**config.mk**
```make
export PLATFORM = sky130hd
export DESIGN_NAME = sertx_top
export DESIGN_NICKNAME = d
export VERILOG_FILES = /design/src/rtl/sertx_pkg.sv /design/src/rtl/sertx_ctrl.sv /design/src/rtl/sertx_dpath.sv /design/src/rtl/sertx_top.sv
export SDC_FILE = /design/constraint.sdc
export NUM_CORES = 1
export LEC_CHECK = 0
export ABC_CLOCK_PERIOD_IN_PS = 2000
export BUFFER_PORTS_ARGS = -buffer_cell sky130_fd_sc_hd__buf_2
export CAP_MARGIN = 20
export CORE_MARGIN = 1.5
export CORE_UTILIZATION = 54
export CTS_CLUSTER_SIZE = 8
export DETAILED_ROUTE_END_ITERATION = 10
export PLACE_DENSITY = 0.78
export SYNTH_ARGS = -nofsm -noshare
export SYNTH_HDL_FRONTEND = slang
export SYNTH_SLANG_ARGS = --single-unit
```
**constraint.sdc**
```tcl
create_clock -name clk -period 2 [get_ports clk]
set_input_delay 0.6 -clock clk [delete_from_list [all_inputs] [get_ports clk]]
set_output_delay 0.6 -clock clk [all_outputs]
set_load 0.005 [all_outputs]
```
**src/rtl/sertx_pkg.sv**
```systemverilog
package sertx_pkg;
  typedef enum logic [1:0] {
    MODE_OFF     = 2'b00,
    MODE_8B      = 2'b01,
    MODE_9B_ADDR = 2'b10,
    MODE_9B_PAR  = 2'b11
  } txMode_e;

  typedef struct packed {
    logic load;
    logic shift;
    logic abort;
    logic clrNinth;
  } txStrb_t;
endpackage

```
**src/rtl/sertx_ctrl.sv**
```systemverilog
module sertx_ctrl
  import sertx_pkg::*;
#(
  parameter int DATA_W = 8,
  parameter int DLY_W  = 2
) (
  input  logic             clk,
  input  logic             rstN,
  input  logic             bitTick,
  input  logic [1:0]       modeSel,
  input  logic [DLY_W-1:0] dlySel,
  input  logic             dataWr,
  input  logic             doneClr,
  output txStrb_t          strb,
  output logic             bufEmpty,
  output logic             txDone,
  output logic             txIrq
);
  localparam int MAX_DLY = (1 << ((1 << DLY_W) - 1)) - 1;
  localparam int MAX_END = DATA_W + 3 + MAX_DLY;
  localparam int CNT_W   = $clog2(MAX_END + 1);

  logic [1:0]       modePrev;
  logic             busy;
  logic [CNT_W-1:0] tickCnt;
  logic [CNT_W-1:0] endCnt;
  logic [CNT_W-1:0] dlyTicks;
  logic [CNT_W-1:0] frameLen;
  logic [CNT_W-1:0] cntNext;
  logic             finishNow;

  always_comb begin
    dlyTicks  = CNT_W'((32'd1 << dlySel) - 32'd1);
    frameLen  = modeSel[1] ? CNT_W'(DATA_W + 3) : CNT_W'(DATA_W + 2);
    cntNext   = tickCnt + CNT_W'(1);
    strb.abort    = (modeSel != modePrev);
    strb.load     = dataWr && !busy && (modeSel != MODE_OFF) && !strb.abort;
    strb.shift    = busy && bitTick && !strb.abort;
    finishNow     = strb.shift && (cntNext == endCnt);
    strb.clrNinth = finishNow;
  end

  always_ff @(posedge clk) begin
    if (!rstN) begin
      modePrev <= MODE_OFF;
      busy     <= 1'b0;
      tickCnt  <= '0;
      endCnt   <= '0;
      txIrq    <= 1'b0;
      txDone   <= 1'b0;
    end else begin
      modePrev <= modeSel;
      txIrq    <= finishNow;
      if (strb.abort) begin
        busy    <= 1'b0;
        tickCnt <= '0;
      end else if (strb.load) begin
        busy    <= 1'b1;
        tickCnt <= '0;
        endCnt  <= frameLen + dlyTicks;
      end else if (strb.shift) begin
        tickCnt <= cntNext;
        if (finishNow) busy <= 1'b0;
      end
      if (finishNow)    txDone <= 1'b1;
      else if (doneClr) txDone <= 1'b0;
    end
  end

  assign bufEmpty = !busy;

  assert_irq_single_R11: assert property (@(posedge clk) disable iff (!rstN)
    txIrq |=> !txIrq);
  assert_irq_reopens_R6: assert property (@(posedge clk) disable iff (!rstN)
    txIrq |-> (bufEmpty && txDone));
  assert_abort_frees_R9: assert property (@(posedge clk) disable iff (!rstN)
    strb.abort |=> (bufEmpty && !txIrq));
endmodule

```
**src/rtl/sertx_dpath.sv**
```systemverilog
module sertx_dpath
  import sertx_pkg::*;
#(
  parameter int DATA_W = 8
) (
  input  logic              clk,
  input  logic              rstN,
  input  txStrb_t           strb,
  input  logic [1:0]        modeSel,
  input  logic              parEn,
  input  logic              parOdd,
  input  logic              ninthWr,
  input  logic              ninthIn,
  input  logic [DATA_W-1:0] dataIn,
  output logic              txd,
  output logic              ninthBit
);
  localparam int FRAME_W = DATA_W + 3;

  logic [FRAME_W-1:0] shReg;
  logic [FRAME_W-1:0] frameWord;
  logic [DATA_W-1:0]  payload;
  logic               txdReg;
  logic               ninthReg;
  logic               lowPar;
  logic               fullPar;
  logic               ninthSend;
  logic               parNinth;

  always_comb begin
    lowPar    = (^dataIn[DATA_W-2:0]) ^ parOdd;
    fullPar   = (^dataIn) ^ parOdd;
    parNinth  = (modeSel == MODE_9B_PAR) && parEn;
    ninthSend = parNinth ? fullPar : ninthReg;
    payload   = ((modeSel == MODE_8B) && parEn) ? {lowPar, dataIn[DATA_W-2:0]} : dataIn;
    frameWord = modeSel[1] ? {1'b1, ninthSend, payload, 1'b0}
                           : {2'b11, payload, 1'b0};
  end

  always_ff @(posedge clk) begin
    if (!rstN) begin
      shReg    <= '1;
      txdReg   <= 1'b1;
      ninthReg <= 1'b0;
    end else begin
      if (strb.abort) begin
        shReg  <= '1;
        txdReg <= 1'b1;
      end else if (strb.load) begin
        shReg  <= frameWord;
      end else if (strb.shift) begin
        txdReg <= shReg[0];
        shReg  <= {1'b1, shReg[FRAME_W-1:1]};
      end
      if (strb.load && parNinth) ninthReg <= fullPar;
      else if (ninthWr)          ninthReg <= ninthIn;
      else if (strb.clrNinth)    ninthReg <= 1'b0;
    end
  end

  assign txd      = txdReg;
  assign ninthBit = ninthReg;

  assert_abort_line_high_R9: assert property (@(posedge clk) disable iff (!rstN)
    strb.abort |=> txd);
  assert_ninth_cleared_R4: assert property (@(posedge clk) disable iff (!rstN)
    (strb.clrNinth && !ninthWr) |=> !ninthBit);
endmodule

```
**src/rtl/sertx_top.sv**
```systemverilog
module sertx_top
  import sertx_pkg::*;
#(
  parameter int DATA_W = 8,
  parameter int DLY_W  = 2
) (
  input  logic              clk,
  input  logic              rstN,
  input  logic              bitTick,
  input  logic [1:0]        modeSel,
  input  logic              parEn,
  input  logic              parOdd,
  input  logic [DLY_W-1:0]  dlySel,
  input  logic              ninthWr,
  input  logic              ninthIn,
  input  logic              dataWr,
  input  logic [DATA_W-1:0] dataIn,
  input  logic              doneClr,
  output logic              txd,
  output logic              bufEmpty,
  output logic              txDone,
  output logic              txIrq,
  output logic              ninthBit
);
  txStrb_t strb;

  sertx_ctrl #(.DATA_W(DATA_W), .DLY_W(DLY_W)) ctrl_i (
    .clk(clk), .rstN(rstN), .bitTick(bitTick), .modeSel(modeSel),
    .dlySel(dlySel), .dataWr(dataWr), .doneClr(doneClr), .strb(strb),
    .bufEmpty(bufEmpty), .txDone(txDone), .txIrq(txIrq)
  );

  sertx_dpath #(.DATA_W(DATA_W)) dpath_i (
    .clk(clk), .rstN(rstN), .strb(strb), .modeSel(modeSel), .parEn(parEn),
    .parOdd(parOdd), .ninthWr(ninthWr), .ninthIn(ninthIn), .dataIn(dataIn),
    .txd(txd), .ninthBit(ninthBit)
  );

  assert_idle_line_high_R2: assert property (@(posedge clk) disable iff (!rstN)
    bufEmpty |-> txd);
  assert_txd_on_tick_only_R2: assert property (@(posedge clk) disable iff (!rstN)
    (!bitTick && !strb.abort) |=> $stable(txd));
endmodule

```
==> flow_summary.toml, run 1 <==
[synthesis]
syn-num-nets = 175
synth-main-ff-cell = "dfxtp_1"
syn_inst = 151
synth_seq_cells = 27
synth_edf_count = 0
async_flop_share = 0
ys_seq_area_frac = 0.379
synth_top_area_cell = "dfxtp_1"
synthMostInstantiatedCell = "dfxtp_1"
syn_area_um2 = 1430
avgSynthCellArea_um2 = 9.45
ys_warn_count = 0
synth_top_area_share = 0.379
ys_types = 47
ys_top_cells_by_area = "dfxtp_1 38%, xnor2_1 8.6%, a221o_2 3.9%"
synth_common_cells = "27 x dfxtp_1, 14 x xnor2_1, 12 x nand2_1, 12 x nor2_1, 7 x a21o_1"

[worst_setup_path]
crit_fanout = 5
slowest_delay_ps = 460
end_kind = "register"
worstSetupStartpointType = "register"
r2r_start = "ctrl_i.tickCnt[0]"
r2r_slack_ps = 120
r2r_cells = 6
crit_chain = "ha_1 > xor2_1 > o2111ai_1 > o21ai_0 > o31a_1 > o221a_1"
crit_type = "register to register"
r2r-end = "dpath_i.ninthBit"
crit_family = "compound AO/OA/AOI/OAI gates"
crit_path_top_delay_cell = "dfxtp_1"
crit_buf_inv = 0
crit_arrival_ps = 2120
cp_data_required_time_ps = 2230

[sta]
period_needed_ps = 1880
fmax_ghz = 0.532
hold_violations = 0
finalCritPeriodShare = 0.940
slew_viol_final = 0
setup_viol = 0
worstMarginPinSlew_ps = 535
finClkSkew_ps = 17.8
rsz0062_at_grt = "no"
slew_headroom = 0.642

[floorplan]
die-area_um2 = 2960
die_x_um = 54.4
boundaryPins = 26
rows = 18
start_util = 0.571
core_um2 = 2500
die_height_um = 54.4

[finish]
synthToLayoutAreaGrowth_pct = 15.5
drive_gt1_frac = 0.268
num_antenna_cells = 0
layout.nets = 208
final_util = 0.660
fin_cells = 213

[global_route]
grt_max_degree = 16
grt_use_total = 0.242
antenna_found_initial = 0
grt_overflow = 0
grt_pass1_vias = 1202
grt_pass1_wl_um = 5110

[routing]
firstDrtPassIters = 6
drc = 0
initialDrtViolationCount = 27
vias = 1207
vias_per_cell = 5.67
wl_um = 3040
drtAntennaViolNets = 0
wire_per_inst_um = 14.3

[placement]
gp_routability_congestion = 0.831
io_buffers = 25
hpwlAfterDp_um = 2370
dp_cells = 209

[worst_hold_path]
min_from = "dpath_i.shReg[7]"
holdPathStages = 1
hold_end = "dpath_i.shReg[7]"
hold_class = "register to register"

[clock_tree]
cts_tree = "built"
cts_root_buf = "clkbuf_4"
clkSinkCount = 27
path_clk_slew_ps = 150
cts_resized = 0
cts_hold_buffers = 0
numCtsBuffers = 3
post_cts_buffers = 0
clock_path_buffers = 2
clock_latency_ps = 340
htree_levels = 1

[pwr]
vdd_drop_max_mv = 0.488
leakage_uw = 0.000699
cellPowerDensity_nw_per_um2 = 590

[outcome]
status = "finished clean"

[run]
drv_cap = 0
==> cell type report <==
type | instances | area (um^2)
Multi-Input combinational cell | 113 | 832
Tap cell | 30 | 37.5
Fill cell | 222 | 851
Clock buffer | 3 | 22.5
Inverter | 5 | 18.8
Clock inverter | 1 | 5.00
Sequential cell | 27 | 541
Timing Repair Buffer | 34 | 193
==> layer usage <==
metal | vias up | global-route usage | share of wire
li1 | 607 | - | -
met3 | 8 | 0.0492 | 0.044
met4 | 0 | 0.0625 | 0.020
met2 | 31 | 0.468 | 0.48
met5 | - | 0 | 0
met1 | 561 | 0.262 | 0.45
==> power by group <==
| part | switching [uW] | internal, uW |
|---|---|---|
| Combinational | 88.6 | 88.7 |
| Sequential | 7.96 | 548 |
| Clock | 165 | 75.3 |
| Total | 261 | 712 |
==> sequential cells by signal, indices dropped and copies added, names as in the netlist <==
name and flops:
ctrl_i.busy 1, ctrl_i.endCnt 5, ctrl_i.modePrev 2, ctrl_i.tickCnt 5
ctrl_i.txDone 1, ctrl_i.txIrq 1, dpath_i.ninthBit 1, dpath_i.shReg 10
dpath_i.txd 1
==> worst max path at each step <==
stage | from | end | slack [ps] | cells after the start
after CTS | ctrl_i.tickCnt[0] | dpath_i.ninthBit | 130 | 6
after floorplan | modeSel[1] | dpath_i.shReg[5] | 140 | 6
after detailed placement | dataIn[0] | dpath_i.shReg[8] | -30 | 7
after global placement | dataIn[0] | dpath_i.shReg[8] | -50 | 7
after global routing | ctrl_i.tickCnt[0] | dpath_i.ninthBit | 20 | 6
final | ctrl_i.tickCnt[0] | dpath_i.ninthBit | 120 | 6
==> worst register-to-register path: cells and delay by family (launching register included) <==
| family | cells | cell delay [ps] |
|---|---|---|
| compound gates | 4 | 930 |
| flops | 1 | 460 |
| fa+ha+maj | 1 | 290 |
| xor+xnor | 1 | 110 |
==> logic make-up (layout without fill, tap and decap cells) <==
family,after synthesis,after routing,synth area share
buf+inv,11,43,0.0386
fa+ha+maj,3,3,0.0263
simple gates,49,49,0.180
compound gates,39,39,0.225
flops,27,27,0.379
mux,1,1,0.00701
xor+xnor,21,21,0.145
==> metrics by stage <==
stage | instance area (um^2) | worst slack (ps) | power (uW) | hold slack [ps] | TNS (ps)
3_5_place_dp | 1620 | -34.2 | 743 | 445 | -34.2
4_1_cts | 1650 | 125 | 975 | 479 | 0
6_report | 1650 | 119 | 973 | 476 | 0
3_3_place_gp | 1620 | -49.8 | 737 | 442 | -49.8
5_1_grt | 1650 | 25.0 | 1010 | 507 | 0
2_1_floorplan | 1430 | 139 | 679 | 426 | 0
==> layout by cell type, fill, tap and decap left out, types with 7 or more instances in the layout <==
cell type / n
dfxtp_1: 27
buf_2: 25
xnor2_1: 14
nor2_1: 12
nand2_1: 12
buf_4: 9
a21o_1: 7
Power figures use the tool's default switching activity.
==> run 2: changes to the inputs <==
--- a/config.mk
+++ b/config.mk
@@ -8,10 +8,10 @@
 export ABC_CLOCK_PERIOD_IN_PS = 2000
 export BUFFER_PORTS_ARGS = -buffer_cell sky130_fd_sc_hd__buf_2
 export CAP_MARGIN = 20
-export CORE_MARGIN = 1.5
 export CORE_UTILIZATION = 54
 export CTS_CLUSTER_SIZE = 8
 export DETAILED_ROUTE_END_ITERATION = 10
+export MAX_ROUTING_LAYER = met4
 export PLACE_DENSITY = 0.78
 export SYNTH_ARGS = -nofsm -noshare
 export SYNTH_HDL_FRONTEND = slang
==> run 2 against run 1 <==
Net effect: clock power is 3% higher; sequential power hardly changed; non-clock buffer count is 3 higher; flip-flop and latch count stayed put.
==> flow_summary.toml, run 2 (synthesis results as in run 1) <==
[clock_tree]
clock_path_buffers = 2
cts_tree = "built"
htree_levels = 1
numCtsBuffers = 3
post_cts_buffers = 0
cts_hold_buffers = 0
path_clk_slew_ps = 150
cts_resized = 0
clkSinkCount = 27
clock_latency_ps = 330
cts_root_buf = "clkbuf_4"

[worst_setup_path]
crit_family = "compound AO/OA/AOI/OAI gates"
crit_type = "register to register"
crit_arrival_ps = 2060
slowest_delay_ps = 380
cp_data_required_time_ps = 2240
end_kind = "register"
crit_chain = "ha_1 > xor2_1 > o2111ai_1 > o21ai_0 > o31a_1 > o221a_1"
crit_path_top_delay_cell = "dfxtp_1"
worstSetupStartpointType = "register"
crit_buf_inv = 0
crit_fanout = 5

[floorplan]
die_x_um = 53.4
die_height_um = 53.4
die-area_um2 = 2850
start_util = 0.576
rows = 18
boundaryPins = 26
core_um2 = 2480

[global_route]
grt_pass1_vias = 1136
grt_max_degree = 17
antenna_found_initial = 0
grt_overflow = 0
grt_use_total = 0.246
grt_pass1_wl_um = 4920

[finish]
num_antenna_cells = 0
layout.nets = 211
final_util = 0.676
largest_reg_flops = 10
final_common_cell = "dfxtp_1"
mostFrequentLayoutCells = "27 x dfxtp_1, 25 x buf_2, 14 x xnor2_1"
largestRegisters = "dpath_i.shReg: 10 flops, ctrl_i.endCnt: 5 flops, ctrl_i.tickCnt: 5 flops"
fin_cells = 216
synthToLayoutAreaGrowth_pct = 17.3
drive_gt1_frac = 0.280
largest-register = "dpath_i.shReg"

[routing]
wire_per_inst_um = 14.5
vias_per_cell = 5.62
firstDrtPassIters = 4
wl_um = 3130
initialDrtViolationCount = 25
drtAntennaViolNets = 0
vias = 1214
drc = 0

[sta]
worstMarginPinSlew_ps = 552
rsz0062_at_grt = "no"
setup_viol = 0
hold_violations = 0
worst_slack_ps = 180
finClkSkew_ps = 3.07
period_needed_ps = 1820
fmax_ghz = 0.549
slew_headroom = 0.631
finalCritPeriodShare = 0.910
slew_viol_final = 0
holdWs_ps = 481

[pwr]
clkPwrFrac = 0.252
p_switching_uw = 266
cellPowerDensity_nw_per_um2 = 586
seq_power_share = 0.567
p_int_uw = 714
leakage_uw = 0.000709
switching_share = 0.272
combPwrFrac = 0.181
vdd_drop_max_mv = 0.564

[placement]
post-place-ws_ps = -48.4
io_buffers = 25
hpwlAfterDp_um = 2410
dp_cells = 212
gp_routability_congestion = 0.868

[worst_hold_path]
hold_class = "register to register"

[run]
drv_cap = 0

[outcome]
status = "finished clean"
[run 2: final cells by class]
class | instances | area [um^2]
well taps | 30 | 37.5
repair buffers | 37 | 215
fillers | 220 | 803
flip-flops and latches | 27 | 541
clock buffers | 3 | 22.5
inverters | 5 | 18.8
clock inverters | 1 | 7.51
multi-input cells | 113 | 832
[run 2: power by group through the flow]
stage	clock network (uW)	logic (uW)	registers, uW
6_report	247	177	556
5_1_grt	267	194	557
4_1_cts	251	177	556
3_5_place_dp	0	175	568
3_3_place_gp	0	171	567
2_1_floorplan	0	113	565
[run 2: metrics by stage]
stage | power [uW] | setup TNS (ps) | cell area [um^2]
floorplan | 679 | 0 | 1430
global placement | 738 | 0 | 1640
detailed placement | 743 | -147 | 1640
CTS | 984 | 0 | 1670
global route | 1020 | 0 | 1670
finish | 980 | 0 | 1670
[run 2: path summary, 6_finish.rpt]
check / endpoint / slack [ps] / cells after the start / startpoint
max reg2reg: dpath_i.ninthBit / 180 / 6 / ctrl_i.tickCnt[0]
min reg2reg: dpath_i.shReg[5] / 480 / 1 / dpath_i.shReg[5]
min: dpath_i.shReg[5] / 480 / 1 / dpath_i.shReg[5]
max: dpath_i.ninthBit / 180 / 6 / ctrl_i.tickCnt[0]
[run 2: routing by layer]
metal  up-vias  track usage  wire [um]
li1        614            -          -
met4         0       0.0789         33
met2        21        0.431       1580
met5         -            -          0
met1       575        0.290       1410
met3         4       0.0259        102
